==> config.mk <==
export PLATFORM = sky130hd
export DESIGN_NAME = ucseq_top
export DESIGN_NICKNAME = d
export VERILOG_FILES = /design/src/rtl/ucseq_pkg.sv /design/src/rtl/ucseq_page.sv /design/src/rtl/ucseq_slot.sv /design/src/rtl/ucseq_cwreg.sv /design/src/rtl/ucseq_top.sv
export SDC_FILE = /design/constraint.sdc
export NUM_CORES = 1
export LEC_CHECK = 0
export BUFFER_PORTS_ARGS = -buffer_cell sky130_fd_sc_hd__buf_2
export CELL_PAD_IN_SITES_DETAIL_PLACEMENT = 0
export CELL_PAD_IN_SITES_GLOBAL_PLACEMENT = 1
export CORE_MARGIN = 3
export CORE_UTILIZATION = 36
export CTS_CLUSTER_DIAMETER = 150
export DETAILED_ROUTE_END_ITERATION = 12
export GPL_TIMING_DRIVEN = 0
export PLACE_DENSITY_LB_ADDON = 0.1
export SYNTH_ARGS = -nofsm -noshare
export SYNTH_HDL_FRONTEND = slang
export SYNTH_HIERARCHICAL = 1
export SYNTH_SLANG_ARGS = --single-unit
==> constraint.sdc <==
create_clock -name clk_i -period 2.31 [get_ports clk_i]
set_input_delay 0.1155 -clock clk_i [delete_from_list [all_inputs] [get_ports clk_i]]
set_output_delay 0.1155 -clock clk_i [all_outputs]
set_load 0.05 [all_outputs]
==> src/rtl/ucseq_pkg.sv <==
package ucseq_pkg;

    parameter int PAGE_W = 4;
    parameter int OP_W   = 8;
    parameter int STEP_W = 4;
    parameter int ADDR_W = PAGE_W + OP_W + STEP_W;

    // Page selection: the active page plus one staged write
    typedef struct packed {
        logic [PAGE_W-1:0] active;
        logic [PAGE_W-1:0] staged;
        logic              staged_vld;
    } page_st_t;

    // Opcode slot: instruction register, step counter, fetch request
    typedef struct packed {
        logic [OP_W-1:0]   ir;
        logic [STEP_W-1:0] step;
        logic              fetch;
    } slot_st_t;

endpackage

==> src/rtl/ucseq_page.sv <==
module ucseq_page
    import ucseq_pkg::*;
(
    input  logic              clk_i,
    input  logic              rst_ni,
    input  logic              wr_i,
    input  logic [PAGE_W-1:0] wdata_i,
    input  logic              load_i,
    output logic [PAGE_W-1:0] page_o
);

    page_st_t st_d, st_q;

    always_comb begin
        st_d = st_q;
        if (load_i) begin
            // a write in the same cycle as a load wins over the staged value
            if (wr_i) begin
                st_d.active = wdata_i;
            end else if (st_q.staged_vld) begin
                st_d.active = st_q.staged;
            end
            st_d.staged_vld = 1'b0;
        end else if (wr_i) begin
            st_d.staged     = wdata_i;
            st_d.staged_vld = 1'b1;
        end
    end

    always_ff @(posedge clk_i or negedge rst_ni) begin
        if (!rst_ni) begin
            st_q <= '0;
        end else begin
            st_q <= st_d;
        end
    end

    assign page_o = st_q.active;

endmodule

==> src/rtl/ucseq_slot.sv <==
module ucseq_slot
    import ucseq_pkg::*;
(
    input  logic              clk_i,
    input  logic              rst_ni,
    input  logic [OP_W-1:0]   opcode_i,
    input  logic              op_load_i,
    input  logic              end_i,
    output logic [OP_W-1:0]   ir_o,
    output logic [STEP_W-1:0] step_o,
    output logic              load_o
);

    slot_st_t st_d, st_q;
    logic     load;

    // explicit strobe, or the fetch requested by end-of-instruction
    assign load = op_load_i | st_q.fetch;

    always_comb begin
        st_d       = st_q;
        st_d.fetch = end_i;
        if (load) begin
            st_d.ir   = opcode_i;
            st_d.step = '0;
        end else begin
            st_d.step = st_q.step + 1'b1;
        end
    end

    always_ff @(posedge clk_i or negedge rst_ni) begin
        if (!rst_ni) begin
            st_q <= '0;
        end else begin
            st_q <= st_d;
        end
    end

    assign ir_o   = st_q.ir;
    assign step_o = st_q.step;
    assign load_o = load;

endmodule

==> src/rtl/ucseq_cwreg.sv <==
module ucseq_cwreg #(
    parameter int              CW_W   = 24,
    parameter logic [CW_W-1:0] CW_NOP = '0
) (
    input  logic            clk_i,
    input  logic            rst_ni,
    input  logic [CW_W-1:0] data_i,
    output logic [CW_W-1:0] cw_o
);

    logic [CW_W-1:0] cw_d, cw_q;

    always_comb begin
        cw_d = data_i;
    end

    always_ff @(posedge clk_i or negedge rst_ni) begin
        if (!rst_ni) begin
            cw_q <= CW_NOP;
        end else begin
            cw_q <= cw_d;
        end
    end

    assign cw_o = cw_q;

endmodule

==> src/rtl/ucseq_top.sv <==
module ucseq_top
    import ucseq_pkg::*;
#(
    parameter int              CW_W   = 24,
    parameter logic [CW_W-1:0] CW_NOP = '0
) (
    input  logic              clk_i,
    input  logic              rst_ni,
    input  logic [OP_W-1:0]   opcode_i,
    input  logic              op_load_i,
    input  logic              end_i,
    input  logic              page_wr_i,
    input  logic [PAGE_W-1:0] page_i,
    input  logic [CW_W-1:0]   uc_data_i,
    output logic [ADDR_W-1:0] uaddr_o,
    output logic [STEP_W-1:0] step_o,
    output logic [CW_W-1:0]   cw_o
);

    logic [PAGE_W-1:0] page;
    logic [OP_W-1:0]   ir;
    logic [STEP_W-1:0] step;
    logic              do_load;

    ucseq_slot u_slot (
        .clk_i     (clk_i),
        .rst_ni    (rst_ni),
        .opcode_i  (opcode_i),
        .op_load_i (op_load_i),
        .end_i     (end_i),
        .ir_o      (ir),
        .step_o    (step),
        .load_o    (do_load)
    );

    ucseq_page u_page (
        .clk_i   (clk_i),
        .rst_ni  (rst_ni),
        .wr_i    (page_wr_i),
        .wdata_i (page_i),
        .load_i  (do_load),
        .page_o  (page)
    );

    ucseq_cwreg #(
        .CW_W   (CW_W),
        .CW_NOP (CW_NOP)
    ) u_cw (
        .clk_i  (clk_i),
        .rst_ni (rst_ni),
        .data_i (uc_data_i),
        .cw_o   (cw_o)
    );

    assign uaddr_o = {page, ir, step};
    assign step_o  = step;

endmodule

==> results of run 1 <==
==> routing by layer <==
metal | global-route usage, % | vias to the layer above
met3 | 4.24 | 6
li1 | - | 572
met4 | 5.63 | 0
met2 | 23.4 | 47
met5 | 0 | -
met1 | 15.8 | 563
==> cells in the mapped netlist <==
master	n	share of area (%)
nor3_1	3	0.91
inv_1	1	0.23
buf_4	20	9.1
mux2_4	4	3.6
nor2_4	1	0.68
xnor2_1	1	0.53
o22ai_1	4	1.5
and2_2	1	0.46
o32ai_1	4	2.1
or2_2	1	0.38
nor2_1	4	0.91
nand2_2	1	0.38
nor2b_4	1	0.84
mux2_2	9	6.2
nor3b_1	1	0.46
ha_1	1	0.76
nand3_1	1	0.30
dfrtp_1	46	70
nand2_1	1	0.23
and2b_2	1	0.53
==> worst max-delay path, delay by kind of cell, from the launching register on <==
kind / cells / cell delay, ns
buffers and inverters: 1 / 0.23
flip-flops: 1 / 0.46
multiplexers: 1 / 0.32
AND/OR/NAND/NOR: 2 / 0.55
==> what timing repair did <==
item                      CTS  global route
gates resized for setup     0             0
setup buffers               0             0
hold buffers               25             0
hold endpoints to repair   25             0
==> state kept, by name (all words and copies together), names as in the netlist <==
signal / count
u_page/st_q: 5
u_slot/step_o: 4
u_slot/ir_o: 8
u_slot/st_q: 1
u_cw/cw_o: 24
u_page/page_o: 4
==> stage by stage <==
step | hold WS [ns] | power, W
floorplan | -0.180 | 0.00118
global placement | 0.224 | 0.00129
detailed placement | 0.225 | 0.00129
CTS | 0.0134 | 0.00193
global route | 0.0446 | 0.00198
finish | -0.0255 | 0.00190
==> layout make-up <==
type / count / area, um^2 / share of cell area, %
plain buffers: 20 / 150 / 6.02
clock buffers: 5 / 68.8 / 2.76
multi-input cells: 39 / 343 / 13.7
inverters: 1 / 3.75 / 0.150
clock inverters: 3 / 45.0 / 1.81
flip-flops and latches: 46 / 1150 / 46.1
repair buffers: 109 / 671 / 26.9
well taps: 50 / 62.6 / 2.51
==> worst min path at each step <==
stage / end / cells past startpoint
5_1_grt: u_slot/ir_o[7] / 2
3_3_place_gp: u_cw/cw_o[17] / 1
4_1_cts: u_cw/cw_o[0] / 1
3_5_place_dp: u_cw/cw_o[19] / 1
2_1_floorplan: u_cw/cw_o[0] / 0
6_report: u_cw/cw_o[5] / 1
==> kinds of logic (layout without fill, tap and decap cells) <==
family          after synthesis  in the layout
flops                        46             46
buf+inv                      21            138
simple gates                 16             16
mux                          13             13
compound gates                8              8
fa+ha+maj                     1              1
xor+xnor                      1              1
==> power groups by stage <==
| stage | Sequential, W | Clock, W | Combinational [W] |
|---|---|---|---|
| 2_1_floorplan | 0.000983 | 0 | 0.000195 |
| 3_3_place_gp | 0.000908 | 0 | 0.000377 |
| 3_5_place_dp | 0.000911 | 0 | 0.000382 |
| 4_1_cts | 0.000895 | 0.000616 | 0.000416 |
| 5_1_grt | 0.000902 | 0.000642 | 0.000437 |
| 6_report | 0.000895 | 0.000597 | 0.000411 |
==> cells in the final DEF, fill, tap and decap left out, drive strengths merged <==
master / n
or2: 1
clkinvlp: 2
dlygate4sd3: 25
o22ai: 4
nand2: 2
mux2: 13
buf: 104
nor3: 3
nor2: 5
o32ai: 4
dfrtp: 46
bufinv: 1
clkbuf: 5
inv: 1
nor3b: 1
nand3: 1
nor2b: 1
xnor2: 1
ha: 1
and2: 1
and2b: 1
==> impl_metrics.toml, run 1 <==
[global_route]
antenna_found_initial = 0
grt_first_pass_wirelength_mm = 5.69
first_global_vias = 1211
overflow = 0
grt_max_degree = 47
grt_use_total_pct = 13.7

[power_and_ir_drop]
internal_power_w = 0.00134
vdd_ir_drop_max_mv = 0.480
p_sw_w = 0.000561
power_density_nw_per_um2 = 763
clockPowerShare_pct = 31.4
pwr-share-comb_pct = 21.6
p_leak_nw = 1.27
pwr-share-seq_pct = 47.0
swShare_pct = 29.5

[logic_synthesis]
post_synth_num_cell_types = 20
post_synth_fa_ha_maj_area_fraction_pct = 0.759
synth_compound_area_share_pct = 3.64
ys_ff_latch = 46
synth_xor_area_share_pct = 0.532
syn-cell-area_um2 = 1650
yosys.area_share.simple_pct = 6.07
synthMuxAreaShare_pct = 9.79
syn_nets = 148
synth_top_family_by_area = "multiplexers"
seq_area_frac_synth_pct = 69.9
avgSynthCellArea_um2 = 15.5
netlist_instances = 106
ys.warnings.count = 6

[route]
highest_layer = "met4"
dr_total_vias = 1188
drt-initial-drc-count = 68
wl_met2_mm = 1.83
wl_met1_mm = 1.34
drc_errors = 0
detail-route-antenna-nets = 0
dr_wl_met3_um = 298
vias_per_cell = 4.35
wl_per_cell_um = 12.9
wl_mm = 3.53
drt_pass1_iterations = 3

[setup_path]
crit_chain = "nor2_4, inv_1, nor2b_4, mux2_4"
crit_path_max_fanout = 10
r2r_slack_ns = 0.63
crit_end = "u_page/st_q[3]"
worstSetupPathType = "register to register"
r2r_cells = 4
startpoint = "u_slot/st_q[0]"
rr_startpoint = "u_slot/st_q[0]"
critPathRequiredTime_ns = 2.49
cp-end-kind = "register"
cp_slowest_stage_delay_ns = 0.46
worst_ep_arrival_time_ns = 1.87
cp-start-kind = "register"
cpMaxStageDelayCell = "dfrtp_1"
r2r_end = "u_page/st_q[3]"

[finish]
diodes = 0
instances_no_fill = 273
final_util_pct = 59.4
drive_gt1_share_pct = 58.7
fin_nets = 264
design_area_um2 = 2490
synthToLayoutAreaGrowth_pct = 51.4
nFillCells = 346

[cts]
cts.clk_slew.worst_paths_ns = 0.09
cts_buffers = 5
tritoncts = "yes"
cts_sinks = 46
cts_root_buf = "clkbuf_8"
clk_path_buf_depth = 2
insertion_delay_ns = 0.30
htree_levels = 2

[sta]
fmax_mhz = 594
fin_skew_ns = 0.00551
maxSlewViolCount = 0
finalSetupTns_ns = 0
setup_viol = 0
max-slew-margin-rel_pct = 33.6
worstMarginPinSlew_ns = 0.995
hold_viol = 26
timing.final.crit_share_pct = 72.9
rsz0062_at_grt = "false"
fin_crit_ns = 1.68
hold-worst-slack_ns = -0.0255
timing.final.ws_setup_ns = 0.627

[floorplanning]
fp.dieH_um = 73.7
initial_core_util_pct = 39.2
die_x_um = 73.7
core_um2 = 4200
num_rows = 23
die-area_um2 = 5430
pin_count = 85

[run]
max-cap-violations = 0

[placement]
routabilityCongestion = 0.778
place_area_um2 = 2130
dp_slack_ns = 0.651
port_buffers = 84
dp_cells = 240
dpl.hpwl_mm = 2.42

[run_status]
violations = "hold timing"
status = "finished with violations"

[hold_path]
hp-class = "input port to async pin"
(Power assumes the default switching activity.)
==> inputs of run 2 (changes only) <==
--- a/config.mk
+++ b/config.mk
@@ -9,7 +9,7 @@
 export CELL_PAD_IN_SITES_DETAIL_PLACEMENT = 0
 export CELL_PAD_IN_SITES_GLOBAL_PLACEMENT = 1
 export CORE_MARGIN = 3
-export CORE_UTILIZATION = 36
+export CORE_UTILIZATION = 31
 export CTS_CLUSTER_DIAMETER = 150
 export DETAILED_ROUTE_END_ITERATION = 12
 export GPL_TIMING_DRIVEN = 0
==> constraint.sdc (replaced) <==
create_clock -name clk_i -period 1.4 [get_ports clk_i]
set_input_delay 0.07 -clock clk_i [delete_from_list [all_inputs] [get_ports clk_i]]
set_output_delay 0.07 -clock clk_i [all_outputs]
set_load 0.05 [all_outputs]
==> run 2 against run 1 <==
The flow now finishes without violations; die area increased by 15%; via count grew 3.4%; non-clock buffer count increased by 5; combinational power up 68%; design area grew 4.0%; critical path depth did not move; clock power grew 99%; register-to-register slack got worse by 0.59 ns; first-iteration DRC count is 53% lower; worst hold slack improved by 0.034 ns; power increased by 76%.
==> impl_metrics.toml, run 2 (synthesis results as in run 1) <==
[route]
dr_total_vias = 1228
wl_per_cell_um = 12.5
drc_errors = 0
wl_mm = 3.68
detail-route-antenna-nets = 0
drt_pass1_iterations = 2
drt-initial-drc-count = 32
vias_per_cell = 4.16

[finish]
nFillCells = 439
design_area_um2 = 2590
synthToLayoutAreaGrowth_pct = 57.4
most-common-layout-cells = "84 x buf_2, 45 x dfrtp_1, 29 x dlygate4sd3_1, 21 x buf_4, 9 x mux2_2"
largest_reg_flops = 24
multiInputGateArea_um2 = 343
diodes = 0
seq_area_um2 = 1150
drive_gt1_share_pct = 58.8
layout_commonest_cell = "buf_2"
fin_nets = 269

[setup_path]
worstSetupPathType = "register to register"
crit_path_max_fanout = 8
cp-end-kind = "register"
critPathRequiredTime_ns = 1.58
worst_ep_arrival_time_ns = 1.54
cp-start-kind = "register"

[cts]
clk_path_buf_depth = 2
insertion_delay_ns = 0.29
tritoncts = "yes"
cts_buffers = 5
cts_sinks = 46
cts.clk_slew.worst_paths_ns = 0.08
cts_root_buf = "clkbuf_8"
htree_levels = 2

[placement]
port_buffers = 84
dpl.hpwl_mm = 2.55
place_area_um2 = 2150
routabilityCongestion = 0.756
dp_slack_ns = -0.179

[sta]
worstMarginPinSlew_ns = 0.980
fin_skew_ns = 0.00163
timing.final.crit_share_pct = 97.3
timing.final.ws_setup_ns = 0.0377
hold_viol = 0
max-slew-margin-rel_pct = 34.7
rsz0062_at_grt = "false"
fmax_mhz = 734
finalSetupTns_ns = 0
fin_crit_ns = 1.36
setup_viol = 0
maxSlewViolCount = 0

[global_route]
met2_usage_pct = 24.3
grt_first_pass_wirelength_mm = 6.33
grt_max_degree = 47
grt_use_total_pct = 13.2
antenna_found_initial = 0
grt_util_met3_pct = 6.24
first_global_vias = 1394
overflow = 0
top_usage_layer = "met2"
grtUsageMet1_pct = 13.1

[floorplanning]
num_rows = 25
fp.dieH_um = 78.9
die_x_um = 78.9
initial_core_util_pct = 33.3
pin_count = 85
core_um2 = 4940
die-area_um2 = 6230

[power_and_ir_drop]
p_leak_nw = 1.31
vdd_ir_drop_max_mv = 0.680
power_density_nw_per_um2 = 1290

[run]
max-cap-violations = 0

[run_status]
status = "complete, no violations"

[hold_path]
hp-class = "input port to register"
[run 2: power breakdown]
| part | total, W | internal (W) | switching [W] | leakage [nW] |
|---|---|---|---|---|
| Combinational | 0.000689 | 0.000266 | 0.000422 | 0.692 |
| Sequential | 0.00148 | 0.00143 | 0.0000509 | 0.544 |
| Clock | 0.00119 | 0.000761 | 0.000426 | 0.0714 |
| Total | 0.00335 | 0.00245 | 0.000899 | 1.31 |
[run 2: final timing paths]
kind | from | end | slack, ns | cells past startpoint
max | u_slot/st_q[0] | u_page/st_q[2] | 0.04 | 4
min | opcode_i[6] | u_slot/ir_o[6] | 0.008 | 2
max reg2reg | u_slot/st_q[0] | u_page/st_q[2] | 0.04 | 4
min reg2reg | u_slot/step_o[0] | u_slot/step_o[0] | 0.51 | 1
max in group asynchronous | rst_ni | u_slot/st_q[0] | 0.26 | 2
min in group asynchronous | rst_ni | u_slot/ir_o[1] | 0.48 | 2
[run 2: layer usage]
layer | routed length, um | vias to the layer above | share of wire (%)
li1 | - | 583 | -
met1 | 1280 | 581 | 35
met2 | 1970 | 59 | 54
met3 | 393 | 5 | 11
met4 | 36 | 0 | 0.98
met5 | 0 | - | 0
[run 2: critical path, cell delays in order (launching register included)]
cell	delay, ns
dfrtp_2	0.45
nor2_4	0.15
inv_2	0.10
nor2b_4	0.22
mux2_4	0.33
[run 2: area by class of cell]
class,count,share of cell area (%)
Buffer,20,5.79
Clock inverter,2,2.32
Timing Repair Buffer,114,27.7
Clock buffer,6,3.18
Sequential cell,46,44.4
Multi-Input combinational cell,39,13.2
Inverter,1,0.145
Tap cell,67,3.23
[run 2: metrics by stage]
| step | instances | util [%] | total power [W] | hold slack (ns) |
|---|---|---|---|---|
| 2_1_floorplan | 106 | - | 0.00194 | -0.226 |
| 3_3_place_gp | 257 | 43.5 | 0.00212 | 0.177 |
| 3_5_place_dp | 257 | 43.5 | 0.00214 | 0.179 |
| 4_1_cts | 294 | 52.3 | 0.00340 | 0.000263 |
| 5_1_grt | 295 | 52.5 | 0.00352 | 0.000826 |
| 6_report | 295 | 52.5 | 0.00335 | 0.00813 |
[run 2: what timing repair did]
item                                   in CTS  in global routing
hold buffers                               28                  1
pin swaps                                   1                  0
buffers inserted                            1                  0
gates resized for setup                     0                  1
setup endpoints to repair                   4                  2
endpoints found under the hold margin      73                  1
==> inputs of run 3 (changes only) <==
--- a/config.mk
+++ b/config.mk
@@ -5,11 +5,12 @@
 export SDC_FILE = /design/constraint.sdc
 export NUM_CORES = 1
 export LEC_CHECK = 0
+export ABC_AREA = 1
 export BUFFER_PORTS_ARGS = -buffer_cell sky130_fd_sc_hd__buf_2
 export CELL_PAD_IN_SITES_DETAIL_PLACEMENT = 0
 export CELL_PAD_IN_SITES_GLOBAL_PLACEMENT = 1
 export CORE_MARGIN = 3
-export CORE_UTILIZATION = 31
+export CORE_UTILIZATION = 29
 export CTS_CLUSTER_DIAMETER = 150
 export DETAILED_ROUTE_END_ITERATION = 12
 export GPL_TIMING_DRIVEN = 0
==> run 3 against run 2 <==
Cell count is 18% higher; power fell by 11%; via count up 9.4%; die area rose by 8.0%; flip-flop and latch count did not move; highest routed layer unchanged; critical endpoint is now uaddr_o[2]; routed wire length up 0.82%; fmax up 7.6%; design area increased by 1.1%; largest cell class unchanged.
==> impl_metrics.toml, run 3 <==
[cts]
cts_resized = 0
cts_root_buf = "clkbuf_8"
insertion_delay_ns = 0.29
clk_path_buf_depth = 2
cts_buffers = 5
cts_sinks = 46
cts.clk_slew.worst_paths_ns = 0.09
cts_setup_buffers = 0
htree_levels = 2
tritoncts = "yes"

[power_and_ir_drop]
internal_power_w = 0.00207
vdd_ir_drop_max_mv = 0.692
pwr-share-seq_pct = 49.1
p_sw_w = 0.000912
pwr-share-comb_pct = 23.3
total_power_w = 0.00298
p_leak_nw = 1.44
clockPowerShare_pct = 27.6
power_density_nw_per_um2 = 1140
swShare_pct = 30.6

[sta]
fmax_mhz = 790
finalSetupTns_ns = 0
maxSlewViolCount = 0
fin_skew_ns = 0.00582
setup_viol = 0
worstMarginPinSlew_ns = 0.982
max-slew-margin-rel_pct = 34.5
timing.final.crit_share_pct = 90.4
hold_viol = 0
rsz0062_at_grt = "false"
hold-worst-slack_ns = 0.0350
fin_crit_ns = 1.27

[floorplanning]
num_rows = 27
initial_core_util_pct = 30.2
core_um2 = 5540
fp.dieH_um = 82.0
die-area_um2 = 6720
die_x_um = 82.0
pin_count = 85

[placement]
dpl.hpwl_mm = 2.53
dp_cells = 306
place_area_um2 = 2190
routabilityCongestion = 0.691
port_buffers = 84

[route]
vias_per_cell = 3.86
wl_per_cell_um = 10.7
detail-route-antenna-nets = 0
wl_mm = 3.71
drt-initial-drc-count = 55
dr_total_vias = 1343
drc_errors = 0
drt_pass1_iterations = 4

[hold_path]
hp-class = "input port to register"
min-delay-start = "page_i[0]"
min_path_cells = 3
hold_end = "u_page/st_q[1]"

[finish]
nFillCells = 544
diodes = 0
multiInputGateArea_um2 = 319
design_area_um2 = 2620
instances_no_fill = 348
layout_commonest_cell = "buf_2"
synthToLayoutAreaGrowth_pct = 56.5
drive_gt1_share_pct = 44.2
seq_area_um2 = 1150
most-common-layout-cells = "84 x buf_2, 58 x nand2_1, 46 x dfrtp_1, 34 x dlygate4sd3_1, 20 x buf_4"
fin_nets = 317
largest_reg_flops = 24

[logic_synthesis]
seq_area_frac_synth_pct = 68.7
ys.warnings.count = 6
syn_nets = 192
synth_top_area_cell = "dfrtp_1"
ys_ff_latch = 46
synthMostInstantiatedCell = "nand2_1"
avgSynthCellArea_um2 = 11.2
synth_flop_cell = "dfrtp_1"
synth.area.top_cells = "dfrtp_1 69%, nand2_1 13%, buf_4 9.0%"
synth_commonest_cells = "58 x nand2_1, 46 x dfrtp_1, 20 x buf_4"
post_synth_num_cell_types = 15
synth_edf_count = 0
ys_async_sr_fraction_pct = 100
synth_top_cell_area_share_pct = 68.7
netlist_instances = 150
syn-cell-area_um2 = 1680

[global_route]
antenna_found_initial = 0
overflow = 0
first_global_vias = 1407
grt_first_pass_wirelength_mm = 6.33
grt_max_degree = 47
grt_use_total_pct = 12.7

[setup_path]
worst_ep_arrival_time_ns = 1.20
r2r_cells = 7
r2r_slack_ns = 0.26
rr_startpoint = "u_slot/st_q[0]"
critPathRequiredTime_ns = 1.33
cp-start-kind = "register"
crit_path_max_fanout = 4
worstSetupPathType = "register to primary output"
cp-end-kind = "primary output"
r2r_end = "u_page/st_q[3]"

[run]
max-cap-violations = 0

[run_status]
status = "complete, no violations"
-- run 3: what timing repair did --
action / in CTS / in global routing
endpoints found under the setup margin: 0 / 0
hold endpoints to repair: 79 / 0
hold buffers: 34 / 0
-- run 3: cells by family (layout without fill, tap and decap cells) --
group,count (synthesis),after routing,synth area share [%]
AOI/OAI and AO/OA,3,3,1.34
adders and majority gates,1,1,0.747
buffers and inverters,28,154,12.2
DFF,46,46,68.7
and+or+nand+nor,72,72,17.0
-- run 3: final cells by class --
type	count	area share, %
sequential	46	43.9
buffer	23	7.02
tap	72	3.44
timing repair buffer	118	29.0
clock inverter	2	0.477
multi-input combinational	76	12.2
inverter	5	0.811
clock buffer	6	3.15
-- run 3: power groups by stage --
stage	sequential [W]	combinational (W)	clock, W
finish	0.00146	0.000694	0.000823
global route	0.00148	0.000752	0.000925
CTS	0.00146	0.000703	0.000880
detailed placement	0.00149	0.000630	0
global placement	0.00149	0.000628	0
floorplan	0.00161	0.000319	0
-- run 3: critical path, stage by stage, from the launching register on --
cell and delay, ns:
dfrtp_1 0.44, buf_4 0.15, buf_4 0.11, buf_2 0.20
-- run 3: per-stage QoR --
stage / setup WS [ns] / utilization [%]
6_report: 0.134 / 47.3
5_1_grt: 0.0478 / 47.3
4_1_cts: 0.110 / 47.3
3_5_place_dp: 0.256 / 39.5
3_3_place_gp: 0.263 / 39.5
2_1_floorplan: 0.360 / -
-- run 3: worst max path at each step --
stage | start | end | slack, ns
6_report | u_slot/step_o[2] | uaddr_o[2] | 0.13
3_3_place_gp | u_slot/st_q[0] | u_page/st_q[1] | 0.26
3_5_place_dp | u_slot/st_q[0] | u_page/st_q[3] | 0.26
2_1_floorplan | u_slot/st_q[0] | u_page/st_q[1] | 0.36
5_1_grt | u_slot/step_o[2] | uaddr_o[2] | 0.05
4_1_cts | u_slot/step_o[2] | uaddr_o[2] | 0.11
-- run 3: metal layers --
metal / part of all wire [%] / vias up / GRT usage [%]
li1: - / 685 / -
met1: 42 / 596 / 14.3
met2: 48 / 58 / 21.2
met3: 9.1 / 4 / 5.59
met4: 0.92 / 0 / 4.49
met5: 0 / - / 0
